<file path="config.mk">
export PLATFORM = sky130hd
export DESIGN_NAME = pair_hazard_unit
export DESIGN_NICKNAME = d
export VERILOG_FILES = /design/src/rtl/pair_pkg.sv /design/src/rtl/pair_hazard_unit.sv
export SDC_FILE = /design/constraint.sdc
export NUM_CORES = 1
export LEC_CHECK = 0
export BUFFER_PORTS_ARGS = -buffer_cell sky130_fd_sc_hd__buf_2
export CORE_AREA = 8 8 45 47
export DETAILED_ROUTE_END_ITERATION = 16
export DIE_AREA = 0 0 53 55
export PLACE_DENSITY = 0.86
export SYNTH_ARGS = -nofsm -noshare
export SYNTH_HDL_FRONTEND = slang
export SYNTH_SLANG_ARGS = --single-unit
</file>
<file path="constraint.sdc">
create_clock -name vclk -period 1.6
set_input_delay 0.16 -clock vclk [all_inputs]
set_output_delay 0.16 -clock vclk [all_outputs]
set_load 0.02 [all_outputs]
</file>
<file path="src/rtl/pair_pkg.sv">
package pair_pkg;

  localparam int CLS_W    = 4;
  localparam int NUM_CLS  = 2 ** CLS_W;
  localparam int NUM_SRC  = 2;
  localparam int DATA_SRC = 1;

  typedef enum logic [CLS_W-1:0] {
    CLS_FLOP = 4'd0,
    CLS_LDST = 4'd1,
    CLS_FLEX = 4'd2,
    CLS_MM   = 4'd3,
    CLS_NUL  = 4'd4,
    CLS_BV   = 4'd5,
    CLS_BR   = 4'd6,
    CLS_FSYS = 4'd7,
    CLS_SYS  = 4'd8
  } cls_e;

endpackage

</file>
<file path="src/rtl/pair_hazard_unit.sv">
module pair_hazard_unit
  import pair_pkg::*;
#(
  parameter int REG_W = 5
) (
  input  logic [CLS_W-1:0]              a_cls,
  input  logic [NUM_SRC-1:0][REG_W-1:0] a_src,
  input  logic [REG_W-1:0]              a_dst,
  input  logic                          a_sw,
  input  logic                          a_hi,
  input  logic                          a_cset,
  input  logic                          a_cuse,
  input  logic                          a_fpld,
  input  logic [CLS_W-1:0]              b_cls,
  input  logic [NUM_SRC-1:0][REG_W-1:0] b_src,
  input  logic [REG_W-1:0]              b_dst,
  input  logic                          b_sw,
  input  logic                          b_hi,
  input  logic                          b_cset,
  input  logic                          b_cuse,
  input  logic                          b_fpld,
  input  logic                          b_fpst,
  output logic                          haz_ok
);

  localparam logic [REG_W-1:0] ZERO_REG = '0;

  logic a_flop, b_flop;
  logic [NUM_SRC-1:0] raw_hit, raw_exempt;
  logic [NUM_SRC-1:0] a_src_ref, b_src_ref;

  assign a_flop = (a_cls == CLS_FLOP);
  assign b_flop = (b_cls == CLS_FLOP);

  // Per-operand comparators: read-after-write into B, and operand
  // references used by the word-half rule.
  for (genvar g = 0; g < NUM_SRC; g++) begin : g_src
    assign raw_hit[g]    = (b_src[g] != ZERO_REG) && (b_src[g] == a_dst);
    assign raw_exempt[g] = (g == DATA_SRC) && a_flop && b_fpst;
    assign a_src_ref[g]  = (a_src[g] != ZERO_REG) && (a_src[g] == b_dst);
    assign b_src_ref[g]  = (b_src[g] != ZERO_REG) && (b_src[g] == a_dst);
  end

  logic raw_block;
  assign raw_block = |(raw_hit & ~raw_exempt);

  // Word-half clash: single-word FP load vs. flop touching the same register.
  logic half_ab, half_ba, half_block;
  logic a_refs_bdst, b_refs_adst;
  assign a_refs_bdst = (|a_src_ref) || ((a_dst != ZERO_REG) && (a_dst == b_dst));
  assign b_refs_adst = (|b_src_ref) || ((b_dst != ZERO_REG) && (b_dst == a_dst));

  assign half_ab = a_fpld && a_sw && (a_dst != ZERO_REG) && b_flop &&
                   b_refs_adst && (!b_sw || (b_hi != a_hi));
  assign half_ba = b_fpld && b_sw && (b_dst != ZERO_REG) && a_flop &&
                   a_refs_bdst && (!a_sw || (a_hi != b_hi));
  assign half_block = half_ab || half_ba;

  // Same target for a flop and an FP load, either order.
  logic same_tgt, tgt_block;
  assign same_tgt  = (a_dst != ZERO_REG) && (a_dst == b_dst);
  assign tgt_block = same_tgt && ((a_flop && b_fpld) || (a_fpld && b_flop));

  // Carry/borrow producer vs. consumer.
  logic carry_block;
  assign carry_block = (a_cset && b_cuse) || (b_cset && a_cuse);

  assign haz_ok = !(raw_block || half_block || tgt_block || carry_block);

endmodule

</file>
# Word-level counts from Yosys, hierarchy flattened
# Cells that the tools add are included.
# totals
reg_bits	0
latch_bits	0
ram_bits	0
romBits	0
inputBits	49
out_inout_bits	1
wordCells	56
n_memories	0
# op_classes
add_sub_neg	0
mul	0
n_div	0
n_lt_le_gt_ge	0
n_eq_ne	8
n_shift	0
mux	0
bitwise	2
reduce_logical	46
# op_table
operator	count
$eq A5 B5 Y1	6
$reduce_bool A5 Y1	6
$logic_and A1 B1 Y1	22
$logic_or A1 B1 Y1	10
$logic_not A4 Y1	2
$reduce_or A2 Y1	3
$logic_not A1 Y1	3
$and A2 B2 Y2	1
$ne A1 B1 Y1	2
$not A2 Y2	1

# Depth between registers and ports, before layout
# depth
word_depth	11
ltp_mapped	5
ltp_nobuf	5

# Least setup slack after synthesis
# Ideal clock, no wire load.
# synth_path
path_type	input port to output port
from	input b_dst[0]
to	output haz_ok
t_arrival_ns	1.501
t_required_ns	1.440
path_slack_ns	-0.061
path_stages	4
path_buffers	0
path_cell_list	or4_4 -> o211ai_2 -> nor2_1 -> a2111oi_2
# synth_between
elab_chain_cells	11
word_cells_on_any_way	24
cone_classes	eq/ne: 4; reduce/logical: 20
# synth_rtl
element	line_no	source
from (decl)	pair_hazard_unit.sv:16	input logic [REG_W-1:0] b_dst,
$eq A5 B5 Y1	pair_hazard_unit.sv:40	assign a_src_ref[g] = (a_src[g] != ZERO_REG) && (a_src[g] == b_dst);
$logic_and A1 B1 Y1	pair_hazard_unit.sv:40	
$reduce_or A2 Y1	pair_hazard_unit.sv:50	assign a_refs_bdst = (|a_src_ref) || ((a_dst != ZERO_REG) && (a_dst == b_dst));
$logic_or A1 B1 Y1	pair_hazard_unit.sv:50	
$logic_and A1 B1 Y1	pair_hazard_unit.sv:55	assign half_ba = b_fpld && b_sw && (b_dst != ZERO_REG) && a_flop &&
$logic_and A1 B1 Y1	pair_hazard_unit.sv:56	a_refs_bdst && (!a_sw || (a_hi != b_hi));
$logic_or A1 B1 Y1	pair_hazard_unit.sv:57	assign half_block = half_ab || half_ba;
$logic_or A1 B1 Y1	pair_hazard_unit.sv:68	assign haz_ok = !(raw_block || half_block || tgt_block || carry_block);
$logic_or A1 B1 Y1 (*) (2 in a row)	pair_hazard_unit.sv:68	
$logic_not A1 Y1 (*)	pair_hazard_unit.sv:68	
to (decl)	pair_hazard_unit.sv:23	output logic haz_ok
# Mark *: on every way between the ends. The rest lies on a longest branch, timed or not.

# Worst setup path after layout
# layout_path
from	input a_dst[1]
to	output haz_ok
# layout_between
elab_chain_cells	11
word_cells_on_any_way	26
cone_classes	eq/ne: 4; bitwise: 1; reduce/logical: 21
# layout_rtl
element	line_no	source
from (decl)	pair_hazard_unit.sv:8	input logic [REG_W-1:0] a_dst,
$eq A5 B5 Y1	pair_hazard_unit.sv:38, pair_hazard_unit.sv:41	
$logic_and A1 B1 Y1	pair_hazard_unit.sv:38, pair_hazard_unit.sv:41	
$reduce_or A2 Y1	pair_hazard_unit.sv:51	assign b_refs_adst = (|b_src_ref) || ((b_dst != ZERO_REG) && (b_dst == a_dst));
$logic_or A1 B1 Y1	pair_hazard_unit.sv:51	
$logic_and A1 B1 Y1	pair_hazard_unit.sv:53	assign half_ab = a_fpld && a_sw && (a_dst != ZERO_REG) && b_flop &&
$logic_and A1 B1 Y1	pair_hazard_unit.sv:54	b_refs_adst && (!b_sw || (b_hi != a_hi));
$logic_or A1 B1 Y1	pair_hazard_unit.sv:57	
$logic_or A1 B1 Y1	pair_hazard_unit.sv:68	
$logic_or A1 B1 Y1 (*) (2 in a row)	pair_hazard_unit.sv:68	
$logic_not A1 Y1 (*)	pair_hazard_unit.sv:68	
# Marks and branches as above.

==> results_dict.tcl <==
set metrics [dict create \
    drive_gt1_frac 0.590 \
    die-area_sq_mm 0.00292 \
    dp_slack_ns -0.120 \
    pin_count 50 \
    clkbuf_count 0 \
    maxSlewHeadroom 0.768 \
    fmax_ghz 0.604 \
    drv_cap 0 \
    fin_crit_sh 1.04 \
    dp.cells 133 \
    syn_avg_cell_area_sq_um 7.29 \
    drtPass1Iterations 4 \
    dp_hpwl_mm 1.67 \
    p_sw_w 0.0000906 \
    antenna_found_initial 0 \
    drt_iter0_drc 8 \
    grt_overflow 0 \
    fin_util 0.592 \
    nets 168 \
    period_minus_slack_ns 1.66 \
    holdBufCountCts 0 \
    gp_congestion 0.888 \
    synthTopCellsByArea "xnor2_1 32%, xor2_1 17%, nor4_1 9.0%" \
    rows 14 \
    fin_ws_ns -0.0562 \
    combPwrFrac 1.000 \
    yosysSeqAreaShare 0 \
    design_area_sq_um 820 \
    ant_nets 0 \
    seq_power_share 0 \
    grt_pass1_wl_mm 2.88 \
    ir_drop_mv 0.0819 \
    placed_area_sq_um 773 \
    initial_core_util 0.300 \
    critical_path_class "input pin to primary output" \
    setup_viol_count_final 1 \
    yosysTopAreaCell "xnor2_1" \
    synth_common_cells "15 x xnor2_1, 8 x xor2_1, 6 x nor4_1" \
    worst_slew_pin_slew_ns 0.345 \
    hold_slack_ns 0.837 \
    internal_power_w 0.000116 \
    grt_pass1_vias 757 \
    syn_inst 57 \
    path_max_fanout 2 \
    leakage_nw 0.362 \
    timing.final.hold_violations 0 \
    grt_setup_unrepaired "true" \
    netlist_area_sq_um 415 \
    numPortBuffers 50 \
    post_cts_buffers 0 \
    grt_max_degree 6 \
    switching_share 0.439 \
    grt_usage 0.120 \
    core_sq_mm 0.00138 \
    cp-end-kind "primary output" \
    status "finished with violations" \
    arrival_ns 1.50 \
    crit_required_ns 1.44 \
    syn_nets 106 \
    viasPerCell 4.98 \
    die_x_um 53 \
    pwr_density_cell_mw_per_mm2 252 \
    pwr-share-clk 0 \
    hp-class "input pin to primary output" \
    area_delta_synth_final_pct 97.3 \
    failed_checks "negative setup slack" \
    synth_top_area_share 0.316 \
    finalMaxSlewViolations 0 \
    postRouteWirelength_mm 1.84 \
    synth_cell_types 18 \
    drc 0 \
    stdcell_count 133 \
    diodes 0 \
    regArea_sq_um 0 \
    yosysMostFrequentCell "xnor2_1" \
    num_vias 663 \
    post_drt_wl_per_cell_um 13.8 \
    n_sequential_cell 0 \
    die_y_um 55 \
    critPathLaunchType "input pin" \
    yosys_warnings 0 \
]
==> per-stage QoR <==
step | total power, W | TNS (ns)
after detailed placement | 0.000194 | -0.120
final | 0.000207 | -0.0562
after floorplan | 0.0000792 | 0
after global placement | 0.000188 | -0.115
after global routing | 0.000228 | -0.102
after CTS | 0.000203 | -0.0524
==> per-layer routing <==
metal	GRT usage	up-vias	routed length [um]
met1	0.115	295	610
met4	0.00862	0	10
li1	-	341	-
met2	0.266	25	1040
met3	0.0187	2	173
met5	0	-	0
==> worst max-delay path: stages <==
cell	delay, ns
buf_6	0.09
or4_4	0.53
o2111ai_2	0.19
a311oi_2	0.14
a2111oi_4	0.19
buf_4	0.19
==> path summary, 6_finish.rpt <==
| check | startpoint | to | slack [ns] | cells past startpoint |
|---|---|---|---|---|
| min | a_cuse | haz_ok | 0.84 | 5 |
| max | a_dst[1] | haz_ok | -0.06 | 6 |
==> repair_timing <==
item	in CTS	in global routing
endpoints found under the setup margin	1	1
pin swaps	5	0
gates cloned	0	0
gates resized for setup	7	5
==> cells in the final DEF, fill, tap and decap left out, drive strengths merged <==
| master | n |
|---|---|
| buf | 60 |
| xnor2 | 15 |
| xor2 | 8 |
| nor4 | 6 |
| nor3 | 5 |
| a21oi | 4 |
| nand4 | 3 |
| o21ai | 3 |
| nand2 | 3 |
| or4 | 2 |
| nand3 | 1 |
| o211ai | 1 |
| nor2 | 1 |
| a22oi | 1 |
| and2 | 1 |
| o2111ai | 1 |
| a311oi | 1 |
| a2111oi | 1 |
==> cells by family after synthesis <==
| logic type | synth area share |
|---|---|
| AND/OR/NAND/NOR | 0.304 |
| AO/OA/AOI/OAI | 0.211 |
| XOR/XNOR | 0.485 |
==> cell type report <==
type / instances / area, sq um
Fill cell: 126 / 564
Multi-Input combinational cell: 57 / 459
Timing Repair Buffer: 60 / 340
Tap cell: 16 / 20.0
==> power groups by stage <==
stage | Sequential [W] | Combinational, W | Clock, W
finish | 0 | 0.000207 | 0
global route | 0 | 0.000228 | 0
CTS | 0 | 0.000203 | 0
detailed placement | 0 | 0.000194 | 0
global placement | 0 | 0.000188 | 0
floorplan | 0 | 0.0000792 | 0
Power figures use the tool's default switching activity.
